## src/rtl/cfg_loader_pkg.sv

```systemverilog
package cfg_loader_pkg;
  typedef enum logic [2:0] {
    ST_HUNT_START,
    ST_PROG,
    ST_INIT,
    ST_STREAM,
    ST_HUNT_END,
    ST_RELEASED
  } cfg_st_e;
endpackage

```

## src/rtl/cfg_word_asm.sv

```systemverilog
module cfg_word_asm #(
  parameter int WORD_W = 32,
  parameter int BYTE_W = 8
) (
  input  logic              clk_i,
  input  logic              rst_ni,
  input  logic              clr_i,
  input  logic              take_i,
  input  logic [BYTE_W-1:0] byte_i,
  output logic [WORD_W-1:0] word_o,
  output logic              last_o
);
  localparam int NB = WORD_W / BYTE_W;
  localparam int CW = (NB > 1) ? $clog2(NB) : 1;

  logic [WORD_W-BYTE_W-1:0] sh_q;
  logic [CW-1:0]            cnt_q;

  // newest byte lands on top; after NB bytes the first one sits at bit 0
  assign word_o = {byte_i, sh_q};
  assign last_o = take_i && (cnt_q == CW'(NB - 1));

  always_ff @(posedge clk_i or negedge rst_ni) begin
    if (!rst_ni) begin
      sh_q  <= '0;
      cnt_q <= '0;
    end else if (clr_i) begin
      cnt_q <= '0;
    end else if (take_i) begin
      sh_q  <= word_o[WORD_W-1:BYTE_W];
      cnt_q <= last_o ? '0 : cnt_q + 1'b1;
    end
  end
endmodule

```

## src/rtl/cfg_byte_feed.sv

```systemverilog
module cfg_byte_feed #(
  parameter int BYTE_W = 8
) (
  input  logic              clk_i,
  input  logic              rst_ni,
  input  logic              en_i,
  input  logic              valid_i,
  input  logic [BYTE_W-1:0] byte_i,
  output logic              ready_o,
  output logic              idle_o,
  output logic [BYTE_W-1:0] data_o,
  output logic              cclk_o
);
  typedef enum logic [1:0] {PH_IDLE, PH_SETUP, PH_HIGH} ph_e;
  ph_e ph_q;

  assign idle_o  = (ph_q == PH_IDLE);
  assign ready_o = en_i && idle_o;

  always_ff @(posedge clk_i or negedge rst_ni) begin
    if (!rst_ni) begin
      ph_q   <= PH_IDLE;
      data_o <= '0;
      cclk_o <= 1'b0;
    end else if (!en_i) begin
      ph_q   <= PH_IDLE;
      cclk_o <= 1'b0;
    end else begin
      unique case (ph_q)
        PH_IDLE: if (valid_i) begin
          data_o <= byte_i;
          ph_q   <= PH_SETUP;
        end
        PH_SETUP: begin
          cclk_o <= 1'b1;
          ph_q   <= PH_HIGH;
        end
        PH_HIGH: begin
          cclk_o <= 1'b0;
          ph_q   <= PH_IDLE;
        end
        default: ph_q <= PH_IDLE;
      endcase
    end
  end
endmodule

```

## src/rtl/cfg_loader.sv

```systemverilog
module cfg_loader
  import cfg_loader_pkg::*;
#(
  parameter int               WORD_W      = 32,
  parameter int               BYTE_W      = 8,
  parameter logic [WORD_W-1:0] START_KEY  = 32'hC0F1_6A5A,
  parameter logic [WORD_W-1:0] END_KEY    = 32'h0E0D_D00E,
  parameter int               TIMEOUT_CYC = 1024
) (
  input  logic              clk_i,
  input  logic              rst_ni,
  input  logic              glb_rst_ni,
  input  logic              reconf_req_i,
  input  logic [BYTE_W-1:0] lnk_data_i,
  input  logic              lnk_valid_i,
  output logic              lnk_ready_o,
  output logic              lnk_owned_o,
  output logic              prog_no,
  input  logic              init_ni,
  output logic              cs_no,
  output logic              wr_no,
  output logic              cclk_o,
  output logic [BYTE_W-1:0] cfg_data_o,
  input  logic              done_i,
  output logic              user_rst_no,
  output logic              cfg_led_o,
  output logic              err_o
);
  cfg_st_e st_q, st_d;
  logic reconf_q, restart, hunting, waiting;
  logic [WORD_W-1:0] word;
  logic word_last, feed_ready, feed_idle, feed_en, tmo_hit, tmo_fire, err_q;

  always_ff @(posedge clk_i or negedge rst_ni) begin
    if (!rst_ni) reconf_q <= 1'b1;
    else         reconf_q <= reconf_req_i;
  end

  assign restart = !glb_rst_ni || (reconf_q && !reconf_req_i);
  assign hunting = (st_q == ST_HUNT_START) || (st_q == ST_HUNT_END);
  assign waiting = (st_q == ST_PROG) || (st_q == ST_INIT);
  assign feed_en = (st_q == ST_STREAM) && !restart;

  cfg_word_asm #(.WORD_W(WORD_W), .BYTE_W(BYTE_W)) u_asm (
    .clk_i  (clk_i),
    .rst_ni (rst_ni),
    .clr_i  (restart || !hunting),
    .take_i (hunting && lnk_valid_i),
    .byte_i (lnk_data_i),
    .word_o (word),
    .last_o (word_last)
  );

  // done_i blocks a new byte so the last pulse completes before the port closes
  cfg_byte_feed #(.BYTE_W(BYTE_W)) u_feed (
    .clk_i   (clk_i),
    .rst_ni  (rst_ni),
    .en_i    (feed_en),
    .valid_i (lnk_valid_i && !done_i),
    .byte_i  (lnk_data_i),
    .ready_o (feed_ready),
    .idle_o  (feed_idle),
    .data_o  (cfg_data_o),
    .cclk_o  (cclk_o)
  );

  generate
    if (TIMEOUT_CYC > 0) begin : g_tmo
      localparam int TW = $clog2(TIMEOUT_CYC + 1);
      logic [TW-1:0] cnt_q;
      always_ff @(posedge clk_i or negedge rst_ni) begin
        if (!rst_ni)                          cnt_q <= '0;
        else if (!waiting || st_d != st_q)    cnt_q <= '0;
        else                                  cnt_q <= cnt_q + 1'b1;
      end
      assign tmo_hit = waiting && (cnt_q == TW'(TIMEOUT_CYC - 1));
    end else begin : g_no_tmo
      assign tmo_hit = 1'b0;
    end
  endgenerate

  always_comb begin
    st_d     = st_q;
    tmo_fire = 1'b0;
    unique case (st_q)
      ST_HUNT_START: if (word_last && word == START_KEY) st_d = ST_PROG;
      ST_PROG: begin
        if (!init_ni)     st_d = ST_INIT;
        else if (tmo_hit) begin st_d = ST_HUNT_START; tmo_fire = 1'b1; end
      end
      ST_INIT: begin
        if (init_ni)      st_d = ST_STREAM;
        else if (tmo_hit) begin st_d = ST_HUNT_START; tmo_fire = 1'b1; end
      end
      ST_STREAM:   if (done_i && feed_idle) st_d = ST_HUNT_END;
      ST_HUNT_END: if (word_last && word == END_KEY) st_d = ST_RELEASED;
      ST_RELEASED: st_d = ST_RELEASED;
      default:     st_d = ST_HUNT_START;
    endcase
    if (restart) begin
      st_d     = ST_HUNT_START;
      tmo_fire = 1'b0;
    end
  end

  always_ff @(posedge clk_i or negedge rst_ni) begin
    if (!rst_ni) begin
      st_q  <= ST_HUNT_START;
      err_q <= 1'b0;
    end else begin
      st_q <= st_d;
      if (restart || (st_q == ST_HUNT_START && st_d == ST_PROG)) err_q <= 1'b0;
      else if (tmo_fire)                                         err_q <= 1'b1;
    end
  end

  always_comb begin
    if (hunting)                 lnk_ready_o = 1'b1;
    else if (st_q == ST_STREAM)  lnk_ready_o = feed_ready && !done_i;
    else                         lnk_ready_o = 1'b0;
  end

  assign prog_no     = (st_q != ST_PROG);
  assign cs_no       = (st_q != ST_STREAM);
  assign wr_no       = (st_q != ST_STREAM);
  assign user_rst_no = (st_q == ST_RELEASED);
  assign lnk_owned_o = (st_q != ST_RELEASED);
  assign cfg_led_o   = (st_q == ST_HUNT_END) || (st_q == ST_RELEASED);
  assign err_o       = err_q;
endmodule

```

## config.mk

```make
export PLATFORM = sky130hd
export DESIGN_NAME = cfg_loader
export DESIGN_NICKNAME = d
export VERILOG_FILES = /design/src/rtl/cfg_loader_pkg.sv /design/src/rtl/cfg_word_asm.sv /design/src/rtl/cfg_byte_feed.sv /design/src/rtl/cfg_loader.sv
export SDC_FILE = /design/constraint.sdc
export NUM_CORES = 1
export LEC_CHECK = 0
export ABC_AREA = 1
export BUFFER_PORTS_ARGS = -buffer_cell sky130_fd_sc_hd__buf_2
export CAP_MARGIN = 20
export CORE_AREA = 2 2 74 76
export DETAILED_ROUTE_END_ITERATION = 12
export DIE_AREA = 0 0 76 78
export PLACE_DENSITY = 0.78
export SLEW_MARGIN = 20
export SYNTH_ARGS = -nofsm -noshare
export SYNTH_HDL_FRONTEND = slang
export SYNTH_HIERARCHICAL = 1
export SYNTH_SLANG_ARGS = --single-unit
```

## constraint.sdc

```tcl
create_clock -name clk_i -period 2.35 [get_ports clk_i]
set_input_delay 0.3525 -clock clk_i [delete_from_list [all_inputs] [get_ports clk_i]]
set_output_delay 0.3525 -clock clk_i [all_outputs]
set_load 0.1 [all_outputs]
```

==> metrics, run 1 <==
first drt pass iteration count 4; number of flops mapped to enable cells by yosys 0; port buffer count 31; Die Wd 76 um; Setup Viol. Count Final 0; global-route wire length before repair 10,100 um; TritonCTS clock tree done; Slew @ Worst Pin 0.672 ns; worst slack, placed 0.265 ns; share of cells above drive strength 1 26.6%; I/O Pins 32; Ys Warns 6; vias per inst 4.98; Peak VDD IR 0.405 mV; drt drc 0; Hold Vio Cnt, Final 0; overall power 1.92 mW; CTS Hold Bufs 0; Max-cap violations 0; Tmin final 2.24 ns; largest fanout on the critical path 6; utilization after layout 65.0%; Setup Total Neg Slack 0 ns; Max-slew headroom 55.2%; RePlAce Congestion 0.818; leakage 1.73 nW; H-tree Lvls 2; Hold Path Class primary input to asynchronous set/reset pin; Sink Count 53; final worst slack 0.107 ns; clock root buffer clkbuf_8; dpl hpwl 4070 um; FILL cells 443; total gr overflow 0; Area growth syn-to-layout 10.4%; Synth area leaders dfrtp_1 44%, nand2_1 15%, nand3_1 6.2%; initial antenna violation count 0; CTS max path bufs 2; R2R depth 13; Vias 2,310; worst setup path class register to primary output; Final Max Tran Viols 0; Net Count, Synth 382; WL/cell 12.3 um; slowest stage delay, CP 0.43 ns; vias in the first global route 2,314; startpoint types register; Synth area leader dfrtp_1; cells after synthesis 365; ant diodes 0; ordered cell list for the critical path inv_4 -> nand3_4 -> nor2_4 -> inv_1 -> nor3_1 -> inv_1 -> o31ai_4 -> buf_12; fin crit share 95.4%; GR Util All Layers 21.1%; Hold Slack 0.137 ns; skew final 0.00814 ns; number of buffers created by CTS 5; post-synth top area share 43.8%; Seq/Total Area, Yosys 44.7%; Max Freq 0.446 GHz; Die Y 78 um; WL final 5700 um; most common cell after layout, fill and taps aside nand2_1; fin nets 411; largest net degree at the start of global routing 54; most frequent cells in the layout 116 x nand2_1, 50 x dfrtp_1, 37 x nand3_1, 36 x inv_1, 30 x buf_2; Crit path required time 2.00 ns; Core ar. 0.00504 mm^2; CTS clk-pin slew, worst paths 0.09 ns; number of placed cells counting well taps 452; 1st-iter DRT viols 164; Post-Layout Inst Area 0.00328 mm^2; post-synthesis register bit count 53; status completed; RSZ-0062 raised after global routing false; arrival time at the worst endpoint 1.89 ns; worst skew pair latency 0.30 ns; Starting Density 58.9%; dpl cell area 0.00313 mm^2; CP dominant cell by count inv_1; mapped cell area 0.00297 mm^2; Final Non-Filler Cells 464; pwr dens 586 mW/mm^2; Yosys cell types 35; Routed Antenna Nets 0; ys flop type dfrtp_1; critical path endpoint category primary output; CP max stage cell dfrtp_1; asr flop ratio synth 100%; Die ar. 0.00593 mm^2; row count 26; syn_area_per_cell 8.13 um^2
sequential cells by signal, indices dropped and copies added (netlist names):
signal,count
reconf_q,1
u_asm/cnt_q,2
err_o,1
g_tmo.cnt_q,11
st_q,3
u_asm/sh_q,24
u_feed/data_o,8
u_feed/cclk_o,1
u_feed/ph_q,2
cells in the mapped netlist (2+ instances only):
cell	count
xnor2_1	3
a21oi_2	2
nand2_2	8
nand2_1	116
dfrtp_1	52
inv_2	7
nand3_4	2
buf_4	13
nor2_1	31
ha_1	2
nand4_1	2
nor2_4	4
inv_1	36
nand3_1	37
nand3_2	6
buf_6	2
nor2_2	17
a21oi_1	2
xor2_1	6
nor3_1	2
area by class of cell:
class | count | area, um^2 | area share (%)
multi-input combinational | 252 | 1360 | 41.5
sequential | 53 | 1330 | 40.6
timing repair buffer | 39 | 230 | 7.03
inverter | 43 | 164 | 5.00
tap | 70 | 87.6 | 2.67
clock buffer | 5 | 68.8 | 2.10
clock inverter | 2 | 35.0 | 1.07
worst max-delay path, delay by kind of cell (launching register included):
kind	cells	cell delay [ns]
AOI/OAI and AO/OA	1	0.25
buffers and inverters	4	0.49
DFF	1	0.43
and+or+nand+nor	3	0.42
repair_timing:
item                       in CTS  in global routing
pin swaps                       0                  2
gates resized for setup         3                  0
setup buffers                   1                  4
setup endpoints to repair       1                  1
routing by layer:
layer,vias up,global-route usage [%],wire length (um)
met1,1091,26.5,2580
li1,1172,-,-
met2,39,37.4,2840
met3,8,3.84,202
met4,0,6.18,76
met5,-,0,0
worst paths after layout:
kind | endpoint | startpoint | slack, ns
worst max-delay path | lnk_ready_o | st_q[2]$_DFF_PN0_ | 0.11
worst min-delay path | u_feed/data_o[5]$_DFFE_PN0P_ | rst_ni | 0.14
worst max register to register | g_tmo.cnt_q[1]$_DFF_PN0_ | g_tmo.cnt_q[0]$_DFF_PN0_ | 0.26
worst min register to register | u_asm/sh_q[5]$_DFFE_PN0P_ | u_asm/sh_q[5]$_DFFE_PN0P_ | 0.47
max in group asynchronous | st_q[0]$_DFF_PN0_ | rst_ni | 1.71
min in group clk_i | reconf_q$_DFF_PN1_ | reconf_req_i | 0.15
cells by family (layout without fill, tap and decap cells):
kind of cell	count (synthesis)	after routing	share of synthesized area [%]
flip-flops	53	53	44.7
AND/OR/NAND/NOR	233	233	39.3
AO/OA/AOI/OAI	8	8	1.81
adder cells (fa/ha/maj)	2	2	0.843
XOR/XNOR	9	9	2.66
buffers and inverters	60	89	10.7
power breakdown:
group | total (mW) | switching (mW) | internal, mW
Clock | 0.600 | 0.290 | 0.310
Combinational | 0.244 | 0.155 | 0.0891
Sequential | 1.08 | 0.0789 | 0.998
No activity file was read; power rests on OpenSTA's default activity.
==> inputs of run 2 (changes only) <==
==> constraint.sdc (replaced) <==
create_clock -name clk_i -period 2.49 [get_ports clk_i]
set_input_delay 0.3735 -clock clk_i [delete_from_list [all_inputs] [get_ports clk_i]]
set_output_delay 0.3735 -clock clk_i [all_outputs]
set_load 0.1 [all_outputs]
==> run 2 against run 1 <==
Against the previous run: count of clock-buffer cells in the layout grew 2; total power shrank 10%; worst setup slack gained 0.095 ns; clock power shrank 21%; core utilization shrank 0.99 points; worst hold slack worse by 0.13 ns; combinational power down 4%; critical path depth unchanged; largest power group unchanged.
==> metrics, run 2 (synthesis gave the netlist of run 1 again) <==
TritonCTS clock tree done; Routed Antenna Nets 0; Starting Density 58.9%; share of cells above drive strength 1 25.8%; dpl hpwl 4110 um; power share of the sequential group 59.0%; fin nets 407; overall power 1.72 mW; total gr overflow 0; Max Freq 0.437 GHz; FILL cells 422; GR Util All Layers 21.4%; Area growth syn-to-layout 8.68%; Clk pwr share 27.4%; CTS max path bufs 2; fin crit share 91.9%; switching power 495 uW; Tmin final 2.29 ns; internal power 1.23 mW; global-route wire length before repair 10,200 um; port buffer count 31; setup bufs post-CTS 0; max reg flops 24; global routing usage on met1 28.4%; number of buffers created by CTS 5; ordered cell list for the critical path inv_4 -> nand3_4 -> nor2_4 -> inv_1 -> nor3_2 -> inv_1 -> o31ai_4 -> buf_12; busiest grt layer met2; Sink Count 53; Peak VDD IR 0.396 mV; Hold Vio Cnt, Final 0; largest fanout on the critical path 6; switch share 28.8%; WL final 5680 um; Core ar. 0.00504 mm^2; Vias 2,274; CP dominant cell by count inv_1; WL/cell 12.3 um; Die ar. 0.00593 mm^2; 1st-iter DRT viols 165; skew final 0.00768 ns; H-tree Lvls 2; Worst Path Buf+Inv 4; CTS clk-pin slew, worst paths 0.09 ns; worst skew pair latency 0.31 ns; CP max stage cell dfrtp_2; Die Wd 76 um; slowest stage delay, CP 0.45 ns; RePlAce Congestion 0.806; Slew @ Worst Pin 0.489 ns; pwr dens 534 mW/mm^2; Crit path required time 2.12 ns; worst setup path class register to primary output; status completed; arrival time at the worst endpoint 1.91 ns; Top Registers u_asm/sh_q x24, g_tmo.cnt_q x11, u_feed/data_o x8; most frequent cells in the layout 116 x nand2_1, 50 x dfrtp_1, 37 x nand3_1, 36 x inv_1, 30 x buf_2; clock root buffer clkbuf_8; Hold Path Class primary input to asynchronous set/reset pin; most common cell after layout, fill and taps aside nand2_1; Final Max Tran Viols 0; largest net degree at the start of global routing 29; final worst slack 0.203 ns; Die Y 78 um; combinational power share 13.7%; Largest Register u_asm/sh_q; critical path endpoint category primary output; ant diodes 0; met3 Use GR 4.07%; row count 26; initial antenna violation count 0; Setup Viol. Count Final 0; I/O Pins 32; leakage 1.70 nW; RSZ-0062 raised after global routing false; vias per inst 4.93; first drt pass iteration count 4; met2 Usage GRT 35.5%; Max-slew headroom 67.6%; worst slack, placed 0.433 ns; Top delay family on crit path buffers and inverters; drt drc 0; Max-cap violations 0; startpoint types register; vias in the first global route 2,264
==> run 2: cell count changes in the layout (fill, tap and decap cells not counted), sizes merged <==
cell	change
clkbuf	+2
bufinv	-1
buf	-4
clkinvlp	+1
clkinv	-1
==> run 2: what timing repair did <==
action                                  CTS  global route
resized for setup                         0             4
endpoints found under the setup margin    0             1
endpoints found under the hold margin     0             0
hold buffers                              0             0
==> run 2: area by class of cell <==
cell class / count / area [um^2] / area share, %
well taps: 70 / 87.6 / 2.72
flip-flops and latches: 53 / 1330 / 41.2
multi-input cells: 252 / 1360 / 42.2
clock inverters: 1 / 7.51 / 0.233
clock buffers: 7 / 76.3 / 2.37
repair buffers: 35 / 200 / 6.21
inverters: 43 / 164 / 5.08
==> run 2: through the flow <==
step                std cells  setup TNS, ns  hold slack (ns)  util [%]  area (um^2)
finish                    461              0          0.00282      64.0         3230
global route              461              0           0.0332      64.0         3230
CTS                       461              0           0.0189      63.8         3220
detailed placement        453              0            0.353      62.1         3130
global placement          453              0            0.347      62.1         3130
floorplan                 365         -0.154           0.0779         -         3000
==> run 2: per-layer routing <==
metal | wire length [um] | up-vias
li1 | - | 1156
met1 | 2700 | 1070
met2 | 2700 | 40
met3 | 195 | 8
met4 | 85 | 0
met5 | 0 | -
==> run 2: final timing paths <==
check	to	start	depth (start not counted)	slack, ns
worst max-delay path	lnk_ready_o	st_q[2]$_DFF_PN0_	8	0.20
worst min-delay path	u_asm/sh_q[21]$_DFFE_PN0P_	rst_ni	1	0.003
worst max register to register	g_tmo.cnt_q[10]$_DFF_PN0_	g_tmo.cnt_q[0]$_DFF_PN0_	13	0.43
worst min register to register	u_feed/data_o[5]$_DFFE_PN0P_	u_feed/data_o[5]$_DFFE_PN0P_	2	0.47
max in group asynchronous	g_tmo.cnt_q[9]$_DFF_PN0_	rst_ni	2	1.85
min in group clk_i	reconf_q$_DFF_PN1_	reconf_req_i	1	0.17
==> run 2: power groups by stage <==
stage | Clock, mW | Combinational [mW] | Sequential [mW]
after CTS | 0.487 | 0.238 | 1.01
final | 0.472 | 0.235 | 1.02
after floorplan | 0 | 0.178 | 1.02
after global placement | 0 | 0.229 | 1.03
after global routing | 0.520 | 0.278 | 1.03
after detailed placement | 0 | 0.237 | 1.03
